## src/rtl/rmii_rx_pkg.sv

```systemverilog
package rmii_rx_pkg;
  localparam int BYTE_W    = 8;
  localparam int GRP_W     = 2;
  localparam int GRPS_PER_B = BYTE_W / GRP_W;

  typedef logic [GRP_W-1:0]  grp_t;
  typedef logic [BYTE_W-1:0] byte_t;

  // Group index of the final group inside one byte.
  localparam logic [1:0] LAST_GRP = 2'(GRPS_PER_B - 1);
endpackage

```

## src/rtl/rmii_rx_frame_ctl.sv

```systemverilog
module rmii_rx_frame_ctl
  import rmii_rx_pkg::*;
#(
  parameter byte_t SFD_CODE = 8'hD5
) (
  input  logic  clk,
  input  logic  rst,
  input  logic  spd_100,
  input  logic  duplex_full,
  input  logic  tx_busy,
  input  logic  rx_carrier,
  input  logic  rx_byte_vld,
  input  byte_t rx_byte,
  output logic  wr_en,
  output byte_t wr_byte,
  output logic  carrier_live
);
  logic carrier_q;
  logic echo_q;
  logic sfd_seen_q;
  logic echo_cond;
  logic echo_now;
  logic sfd_hit;

  // Echo of own transmission: only in 10 Mb half duplex.
  assign echo_cond    = !spd_100 && !duplex_full && tx_busy;
  // Decision taken on the first carrier cycle, then held for the event.
  assign echo_now     = carrier_q ? echo_q : echo_cond;
  assign carrier_live = rx_carrier && !echo_now;

  assign sfd_hit = (rx_byte == SFD_CODE);
  assign wr_en   = rx_carrier && rx_byte_vld && !echo_now;
  assign wr_byte = (sfd_seen_q || sfd_hit) ? rx_byte : '0;

  always_ff @(posedge clk) begin
    if (rst) begin
      carrier_q  <= 1'b0;
      echo_q     <= 1'b0;
      sfd_seen_q <= 1'b0;
    end else begin
      carrier_q <= rx_carrier;
      if (rx_carrier && !carrier_q) begin
        echo_q <= echo_cond;
      end
      if (!rx_carrier) begin
        sfd_seen_q <= 1'b0;
      end else if (wr_en && sfd_hit) begin
        sfd_seen_q <= 1'b1;
      end
    end
  end
endmodule

```

## src/rtl/rmii_rx_fifo.sv

```systemverilog
module rmii_rx_fifo
  import rmii_rx_pkg::*;
#(
  parameter int DEPTH = 4
) (
  input  logic  clk,
  input  logic  rst,
  input  logic  push,
  input  byte_t push_data,
  input  logic  pop,
  output byte_t pop_data,
  output logic  empty,
  output logic  full
);
  localparam int AW = (DEPTH > 1) ? $clog2(DEPTH) : 1;
  localparam int CW = AW + 1;

  byte_t           mem [DEPTH];
  logic [AW-1:0]   wr_ptr;
  logic [AW-1:0]   rd_ptr;
  logic [CW-1:0]   count;
  logic            do_push;
  logic            do_pop;

  assign empty    = (count == '0);
  assign full     = (count == CW'(DEPTH));
  assign do_push  = push && !full;
  assign do_pop   = pop && !empty;
  assign pop_data = mem[rd_ptr];

  // Storage without reset so the tool may map it to distributed RAM.
  always_ff @(posedge clk) begin
    if (do_push) begin
      mem[wr_ptr] <= push_data;
    end
  end

  always_ff @(posedge clk) begin
    if (rst) begin
      wr_ptr <= '0;
      rd_ptr <= '0;
      count  <= '0;
    end else begin
      if (do_push) begin
        wr_ptr <= (wr_ptr == AW'(DEPTH - 1)) ? '0 : wr_ptr + 1'b1;
      end
      if (do_pop) begin
        rd_ptr <= (rd_ptr == AW'(DEPTH - 1)) ? '0 : rd_ptr + 1'b1;
      end
      case ({do_push, do_pop})
        2'b10:   count <= count + 1'b1;
        2'b01:   count <= count - 1'b1;
        default: count <= count;
      endcase
    end
  end
endmodule

```

## src/rtl/rmii_rx_serializer.sv

```systemverilog
module rmii_rx_serializer
  import rmii_rx_pkg::*;
#(
  parameter int SLOW_DIV = 10
) (
  input  logic  clk,
  input  logic  rst,
  input  logic  spd_100,
  input  logic  carrier_live,
  input  logic  fifo_empty,
  input  byte_t fifo_data,
  output logic  fifo_pop,
  output logic  crs_dv,
  output grp_t  rxd,
  output logic  busy_o,
  output logic  mid_slot_o
);
  localparam int PW = (SLOW_DIV > 1) ? $clog2(SLOW_DIV) : 1;

  logic                    busy;
  logic [1:0]              idx;
  logic [PW-1:0]           pace;
  logic [BYTE_W-GRP_W-1:0] shreg;
  logic                    slot_end;
  logic                    need_load;
  logic [1:0]              idx_nx;

  generate
    if (SLOW_DIV > 1) begin : g_div
      assign slot_end = busy && (spd_100 || (pace == PW'(SLOW_DIV - 1)));
    end else begin : g_nodiv
      assign slot_end = busy;
    end
  endgenerate

  assign need_load  = (!busy || (slot_end && idx == LAST_GRP)) && !fifo_empty;
  assign fifo_pop   = need_load;
  assign idx_nx     = idx + 1'b1;
  assign busy_o     = busy;
  assign mid_slot_o = (pace != '0);

  always_ff @(posedge clk) begin
    if (rst) begin
      busy   <= 1'b0;
      idx    <= '0;
      pace   <= '0;
      shreg  <= '0;
      rxd    <= '0;
      crs_dv <= 1'b0;
    end else if (need_load) begin
      busy   <= 1'b1;
      idx    <= '0;
      pace   <= '0;
      shreg  <= fifo_data[BYTE_W-1:GRP_W];
      rxd    <= fifo_data[GRP_W-1:0];
      crs_dv <= carrier_live;
    end else if (slot_end && idx != LAST_GRP) begin
      idx    <= idx_nx;
      pace   <= '0;
      shreg  <= {{GRP_W{1'b0}}, shreg[BYTE_W-GRP_W-1:GRP_W]};
      rxd    <= shreg[GRP_W-1:0];
      crs_dv <= carrier_live || idx_nx[0];
    end else if (slot_end) begin
      busy   <= 1'b0;
      pace   <= '0;
      rxd    <= '0;
      crs_dv <= carrier_live;
    end else if (!busy) begin
      pace   <= '0;
      rxd    <= '0;
      crs_dv <= carrier_live;
    end else begin
      pace <= pace + 1'b1;
    end
  end
endmodule

```

## src/rtl/rmii_rx_adapter.sv

```systemverilog
module rmii_rx_adapter
  import rmii_rx_pkg::*;
#(
  parameter int    FIFO_DEPTH = 4,
  parameter int    SLOW_DIV   = 10,
  parameter byte_t SFD_CODE   = 8'hD5
) (
  input  logic       clk,
  input  logic       rst,
  input  logic       spd_100,
  input  logic       duplex_full,
  input  logic       tx_busy,
  input  logic       rx_carrier,
  input  logic       rx_byte_vld,
  input  logic [7:0] rx_byte,
  output logic       rmii_crs_dv,
  output logic [1:0] rmii_rxd
);
  logic  wr_en;
  byte_t wr_byte;
  logic  carrier_live;
  logic  fifo_pop;
  byte_t fifo_data;
  logic  fifo_empty;
  logic  fifo_full;
  logic  ser_busy;
  logic  ser_mid_slot;

  rmii_rx_frame_ctl #(.SFD_CODE(SFD_CODE)) u_ctl (
    .clk          (clk),
    .rst          (rst),
    .spd_100      (spd_100),
    .duplex_full  (duplex_full),
    .tx_busy      (tx_busy),
    .rx_carrier   (rx_carrier),
    .rx_byte_vld  (rx_byte_vld),
    .rx_byte      (rx_byte),
    .wr_en        (wr_en),
    .wr_byte      (wr_byte),
    .carrier_live (carrier_live)
  );

  rmii_rx_fifo #(.DEPTH(FIFO_DEPTH)) u_fifo (
    .clk       (clk),
    .rst       (rst),
    .push      (wr_en),
    .push_data (wr_byte),
    .pop       (fifo_pop),
    .pop_data  (fifo_data),
    .empty     (fifo_empty),
    .full      (fifo_full)
  );

  rmii_rx_serializer #(.SLOW_DIV(SLOW_DIV)) u_ser (
    .clk          (clk),
    .rst          (rst),
    .spd_100      (spd_100),
    .carrier_live (carrier_live),
    .fifo_empty   (fifo_empty),
    .fifo_data    (fifo_data),
    .fifo_pop     (fifo_pop),
    .crs_dv       (rmii_crs_dv),
    .rxd          (rmii_rxd),
    .busy_o       (ser_busy),
    .mid_slot_o   (ser_mid_slot)
  );
endmodule

```

## config.mk

```make
export PLATFORM = sky130hd
export DESIGN_NAME = rmii_rx_adapter
export DESIGN_NICKNAME = d
export VERILOG_FILES = /design/src/rtl/rmii_rx_pkg.sv /design/src/rtl/rmii_rx_frame_ctl.sv /design/src/rtl/rmii_rx_fifo.sv /design/src/rtl/rmii_rx_serializer.sv /design/src/rtl/rmii_rx_adapter.sv
export SDC_FILE = /design/constraint.sdc
export NUM_CORES = 1
export LEC_CHECK = 0
export ABC_AREA = 1
export BUFFER_PORTS_ARGS = -buffer_cell sky130_fd_sc_hd__clkbuf_2
export CORE_MARGIN = 3
export CORE_UTILIZATION = 30
export CTS_CLUSTER_SIZE = 24
export DETAILED_ROUTE_END_ITERATION = 6
export SLEW_MARGIN = 20
export SYNTH_ARGS = -nofsm -noshare
export SYNTH_HDL_FRONTEND = slang
export SYNTH_SLANG_ARGS = --single-unit
```

## constraint.sdc

```tcl
create_clock -name clk -period 2.63 [get_ports clk]
set_input_delay 0.526 -clock clk [delete_from_list [all_inputs] [get_ports clk]]
set_output_delay 0.526 -clock clk [all_outputs]
set_load 0.05 [all_outputs]
```

# --- Word-level counts from Yosys, hierarchy flattened ---
# Memory sizes are Yosys's and may differ from the RTL's. A register that Yosys moved wholly into a read port is not among the register bits.
# Cells that the tools add are included.
word_totals:
  register_bits: 26
  mem_bits_rw: 32
  n_memories: 1
mem_list:
  columns: ["memory", "depth", "word_bits", "read_ports", "rd_clocked_by_memory_dff", "write_ports", "line", "source"]
  rows:
  - ["u_fifo.mem", 4, 8, 1, 1, 1, "rmii_rx_fifo.sv:18", "byte_t mem [DEPTH];"]
op_classes:
  add_sub_neg: 6
  n_eq_ne: 11
  mux: 22
  n_bitwise: 2
  reduce_logical: 32
ops:
  columns: ["cell", "count"]
  rows:
  - ["2-bit two-way mux", 8]
  - ["1-bit logical AND", 13]
  - ["6-bit two-way mux", 2]
  - ["1-bit two-way mux", 10]
  - ["2-bit equality test (second input constant)", 4]
  - ["8-bit equality test (second input constant)", 1]
  - ["8-bit two-way mux", 1]
  - ["1-bit logical NOT", 7]
  - ["2-bit by 1-bit adder with 2-bit output (second input constant)", 3]
  - ["3-bit case mux with 2 select lines", 1]
  - ["2-bit nonzero test", 3]
  - ["5-bit OR reduction", 1]
  - ["4-bit by 1-bit adder with 4-bit output (second input constant)", 1]
  - ["4-bit equality test (second input constant)", 1]
  - ["1-bit logical OR", 4]
  - ["2-bit != test (second input constant)", 2]
  - ["4-bit != test (second input constant)", 1]
  - ["2-bit OR reduction", 2]
  - ["3-bit by 1-bit adder with 3-bit output (second input constant)", 1]
  - ["3-bit equality test (second input constant)", 1]
  - ["3-bit logical NOT", 1]
  - ["3-bit by 1-bit subtractor with 3-bit output (second input constant)", 1]
  - ["2-bit by 1-bit equality test with 1-bit output (second input constant)", 1]
  - ["1-bit inverter", 2]
  - ["2-bit AND reduction", 1]

# --- Logic depth before layout (Yosys ltp) ---
logic_depth:
  word_depth: 10
  ltp_mapped: 12

# --- By module ---
# Synthesis repeated with hierarchy kept, for this count alone.
unflattened:
  cells_unflattened: 299
  hier_area_um2: 2800.2
by_module_without_submodules:
  columns: ["mod", "n_inst", "cells_each", "area_per_inst_um2", "seq_area_each_um2"]
  rows:
  - ["rmii_rx_fifo", 1, 147, 1704.1, 1141.1]
  - ["rmii_rx_serializer", 1, 107, 818.3, 320.3]
  - ["rmii_rx_frame_ctl", 1, 45, 277.8, 60.1]

# --- Worst setup path before layout ---
# No wires, ideal clock.
synth_path:
  path_kind: "input-to-reg"
  startpoint: "input port rx_carrier"
  endpoint: "register u_fifo.count[2]"
  setup_time_ps: 122
  arrival_ps: 1943
  required_ps: 2508
  setup_slack_ps: 565
  path_stages: 9
  n_path_buf: 0
  cell_sequence: "inv_1 a21oi_4 nand4_2 ha_1 fa_1 a21oi_1 o21ai_0 o21ai_0 a21oi_1"
synth_via:
  elab_chain_cells: 5
synth_rtl:
  columns: ["element", "line", "source"]
  rows:
  - ["from (decl)", "rmii_rx_adapter.sv:13", "input logic rx_carrier,"]
  - ["1-bit logical AND * (2 in a row)", "rmii_rx_frame_ctl.sv:32", "assign wr_en = rx_carrier && rx_byte_vld && !echo_now;"]
  - ["1-bit logical AND *", "rmii_rx_fifo.sv:27", "assign do_push = push && !full;"]
  - ["2-bit by 1-bit equality test with 1-bit output / 2-bit equality test (equally long branches)", "rmii_rx_fifo.sv:50", "case ({do_push, do_pop})"]
  - ["3-bit case mux with 2 select lines / 2-bit nonzero test (equally long branches)", null, null]
  - ["to (signal assigned)", "rmii_rx_fifo.sv:51", "2'b10: count <= count + 1'b1;"]
  - ["to (signal assigned)", "rmii_rx_fifo.sv:52", "2'b01: count <= count - 1'b1;"]
  - ["to (signal assigned)", "rmii_rx_fifo.sv:53", "default: count <= count;"]
  - ["to (decl)", "rmii_rx_fifo.sv:21", "logic [CW-1:0] count;"]
# Every way passes the cells marked *; elsewhere a longest branch is shown, timed or not.
# A chain may end at the register's enable or synchronous reset.

# --- Worst setup path in the final report ---
layout_path:
  startpoint: "register u_ser.pace[1]"
  endpoint: "register u_fifo.count[2]"
layout_via:
  elab_chain_cells: 9
layout_rtl:
  columns: ["element", "line", "source"]
  rows:
  - ["from (decl)", "rmii_rx_serializer.sv:22", "logic [PW-1:0] pace;"]
  - ["from (signal assigned)", "rmii_rx_serializer.sv:73", "pace <= pace + 1'b1;"]
  - ["4-bit equality test *", "rmii_rx_serializer.sv:30", "assign slot_end = busy && (spd_100 || (pace == PW'(SLOW_DIV - 1)));"]
  - ["1-bit logical OR *", "rmii_rx_serializer.sv:30", null]
  - ["1-bit logical AND *", "rmii_rx_serializer.sv:30", null]
  - ["1-bit logical AND *", "rmii_rx_serializer.sv:36", "assign need_load = (!busy || (slot_end && idx == LAST_GRP)) && !fifo_empty;"]
  - ["1-bit logical OR *", "rmii_rx_serializer.sv:36", null]
  - ["1-bit logical AND *", "rmii_rx_serializer.sv:36", null]
  - ["1-bit logical AND *", "rmii_rx_fifo.sv:28", "assign do_pop = pop && !empty;"]
  - ["via u_fifo.do_pop", "rmii_rx_fifo.sv:23", "logic do_pop;"]
  - ["2-bit by 1-bit equality test with 1-bit output / 2-bit equality test (equally long branches)", "rmii_rx_fifo.sv:50", null]
  - ["3-bit case mux with 2 select lines / 2-bit nonzero test (equally long branches)", null, null]
# Mark *: on every way through the listed nets, which the timed path passes. The rest lies on a longest branch.

==> out/results.env <==
SYNTH.LIB_CELLS_USED.DISTINCT=28
SYNTH_SEQ_CELLS=60
MAPPEDNETLISTAREA_UM2=2670
POST-ROUTE-DRC-COUNT=0
CORE-AREA_UM2=8420
FINAL_CORE_OCC=0.363
DETAIL-ROUTE-ANTENNA-NETS=0
NETLIST_INSTANCES=288
GRTUSAGEMET3=0.0403
WIRELENGTH_UM=5150
REPORT.FINAL.HOLD_VIOL_COUNT=0
IOS=18
FIN_CRIT_SH=0.836
DP_HPWL_UM=3660
FIN_CRIT_NS=2.20
NUMBER_OF_BUFFERS_ADDED_BY_THE_CLOCK_TREE_SYNTHESIS_STEP=9
CRIT_REQUIRED_NS=2.87
GRT_ANTENNA_BEFORE_REPAIR=0
TYPE_OF_DESTINATION_OF_THE_CRITICAL_PATH='register'
VIAS=1883
FMAXACHIEVABLE_MHz=455
SYNTH-WARNING-COUNT=0
FINAL-MAX-SLEW-VIOLATION-COUNT=0
GPL.FINAL_WEIGHTED_CONGESTION=0.706
POST_CTS.RESIZED_INSTANCES=0
SYN2LAYOUT_AREA_GROWTH_PCT=14.8
FAMILY_WITH_THE_MOST_DELAY_ON_THE_WORST_PATH='adder cells'
VDD_DROP_MAX_mV=0.375
SYNTH.NET_COUNT=313
PLACEMENT.IO_BUFFERS=17
GRT_PASS1_VIAS=1834
FIRST_PASS_ITERATION_COUNT_OF_THE_DETAILED_ROUTER=4
CP_SLOWEST_CELL='fa_1'
CRITICAL_PATH.MOST_COMMON_CELL='nand3_2'
FINALSETUPVIOLCOUNT=0
DIE_EXTENT_IN_X_UM=100
CTS.REPORTEDPATHS.CLKPINSLEW_NS=0.07
VIA_DENSITY_PER_INSTANCE=4.44
WORST_PATH_LARGEST_CELL_DELAY_NS=0.38
AVGROUTEDWIREPERCELL_UM=12.2
PLACEMENTROWS=33
CTS_HTREE_LEVELS=3
CRITICAL_PATH_BUFFERS_AND_INVERTERS=2
GLOBALROUTEOVERFLOWTOTAL=0
WORSTHOLDPATHTYPE='in -> reg'
POST_SYNTH.CELL_AREA_AVG_UM2=9.26
N_ANTENNA_CELL=0
MAXIMUM_NUMBER_OF_PINS_ON_ONE_NET_BEFORE_GLOBAL_ROUTE_REPAIR=18
POWER.LEAKAGE_nW=1.33
GR-MAX-USAGE-LAYER='met2'
DRIVE_ABOVE_1_SHARE=0.150
CTS.SINKS=60
SLEW_HEADROOM=0.581
DESIGN.FINAL.NETS=339
CRITICALPATHCATEGORY='reg -> reg'
DRT_ITER0_DRC=93
FLOORPLAN.DIE.HEIGHT_UM=100
START_UTIL=0.317
POWER_PER_CELL_AREA_nW_PER_UM2=920
FINAL.SETUP_SKEW_NS=0.00800
WORSTPATHCELLLIST='inv_1 -> ha_1 -> nand3_2 -> nand3_2 -> nand3_2 -> inv_1 -> ha_1 -> fa_1 -> a21oi_1 -> o21ai_0 -> o21ai_0 -> a21oi_1'
CELL_AT_THE_ROOT_OF_THE_CLOCK_TREE='clkbuf_8'
GRT.MET2_USAGE=0.184
GRT_PASS1_WL_UM=8710
POST-CTS-SETUP-BUFFER-COUNT=0
RSZ0062_AT_GRT='no'
RUN_STATUS='finished clean'
GRT_USAGE=0.115
TNS_NS=0
TIMING.MAX_CAP.VIOLATIONS=0
FINAL_TOTAL_PWR_W=0.00282
CRITPATHARRIVALTIME_NS=2.44
GLOBALROUTEMET1UTIL=0.138
HOLD_BUFFERS=0
CRIT_PATH_MAX_FANOUT=7
SEQUENTIAL_TO_TOTAL_AREA_SHARE_FROM_YOSYS_STAT=0.571
DIE_AREA_UM2=10100
CRIT_PATH_START_KIND='register'
TRITONCTS='done'
CLK_PATH_BUF_DEPTH=2
CLK-INSERTION-DELAY-LATE_NS=0.35
TIGHTESTPINTRANSITION_NS=0.628
-- Yosys cell counts --
| master | instances | area [um^2] |
|---|---|---|
| fa_1 | 1 | 20.0 |
| xnor2_1 | 1 | 8.76 |
| xor2_1 | 1 | 8.76 |
| ha_1 | 9 | 113 |
| a21oi_4 | 1 | 16.3 |
| nand2_1 | 65 | 244 |
| o21ai_0 | 17 | 85.1 |
| nor2_1 | 27 | 101 |
| nor2_4 | 1 | 11.3 |
| a21boi_0 | 1 | 7.51 |
| inv_2 | 2 | 7.51 |
| dfxtp_1 | 28 | 561 |
| buf_2 | 2 | 10.0 |
| nand3_1 | 23 | 115 |
| nor3_1 | 1 | 5.00 |
| a21oi_1 | 15 | 75.1 |
| nand4_1 | 2 | 12.5 |
| or2_1 | 1 | 6.26 |
| a31oi_1 | 1 | 6.26 |
| edfxtp_1 | 32 | 961 |
| buf_4 | 2 | 15.0 |
| o22ai_1 | 4 | 25.0 |
| nand2_4 | 1 | 11.3 |
| buf_6 | 3 | 33.8 |
| nand3_2 | 3 | 30.0 |
| nand4_2 | 1 | 12.5 |
| inv_4 | 1 | 6.26 |
| inv_1 | 42 | 158 |
-- through the flow --
step	worst slack, ns	hold slack [ns]	area [um^2]	std cells
5_1_grt	0.222	0.469	3060	424
3_5_place_dp	0.312	0.444	2860	408
2_1_floorplan	0.565	0.427	2670	288
3_3_place_gp	0.366	0.442	2860	408
4_1_cts	0.430	0.436	3060	424
6_report	0.432	0.447	3060	424
-- report_power, final --
group / internal, W / switching (W)
logic: 0.000262 / 0.000491
clock network: 0.000440 / 0.000398
registers: 0.00112 / 0.000110
-- worst paths after layout --
check	cells past startpoint	slack, ns	to	from
worst max-delay path	12	0.43	u_fifo.count[2]	u_ser.pace[1]
worst min-delay path	3	0.45	u_ctl.echo_q	tx_busy
worst max register to register	12	0.43	u_fifo.count[2]	u_ser.pace[1]
worst min register to register	2	0.45	u_ser.rxd[0]	u_ser.rxd[0]
-- placed cells by master (no fill, tap or decap), drive strengths merged, types with 3 or more instances in the layout --
cell type,synthesis,layout
o21ai,17,17
clkbuf,0,26
nand3,26,26
o22ai,4,4
nor2,28,28
ha,9,9
dfxtp,28,28
nand2,66,66
inv,45,46
edfxtp,32,32
buf,7,5
nand4,3,3
clkinvlp,0,3
a21oi,16,16
-- registers in the layout, indices dropped and copies added, names as in the netlist, named ones only --
name,flops
u_fifo.count,3
u_ctl.echo_q,1
u_ser.pace,4
u_ser.busy_o,1
u_ser.rxd,2
u_ctl.sfd_seen_q,1
u_ctl.carrier_q,1
u_fifo.wr_ptr,2
u_ser.shreg,6
u_fifo.mem,32
u_ser.crs_dv,1
u_fifo.rd_ptr,2
u_ser.idx,2
-- tightest hold or removal path: cells and delay by family --
| kind | cells | cell delay, ns |
|---|---|---|
| compound gates | 1 | 0.06 |
| simple gates | 1 | 0.08 |
| buf+inv | 1 | 0.09 |
-- kinds of logic after synthesis --
group	share of synthesized area
AND/OR/NAND/NOR	0.206
flip-flops	0.571
buffers and inverters	0.0863
AO/OA/AOI/OAI	0.0807
adder cells (fa/ha/maj)	0.0497
XOR/XNOR	0.00657
-- routing by layer --
layer / share of wire / vias to the layer above
li1: - / 987
met1: 0.44 / 859
met2: 0.49 / 31
met3: 0.053 / 6
met4: 0.018 / 0
met5: 0 / -
-- final cells by class --
cell class                      count  area [um^2]
Fill cell                         906         5360
Multi-Input combinational cell    176          915
Inverter                           45          171
Sequential cell                    60         1520
Tap cell                          105          131
Timing Repair Buffer               22          123
Clock inverter                      7         75.1
Clock buffer                        9          124
No activity file was read; power rests on OpenSTA's default activity.
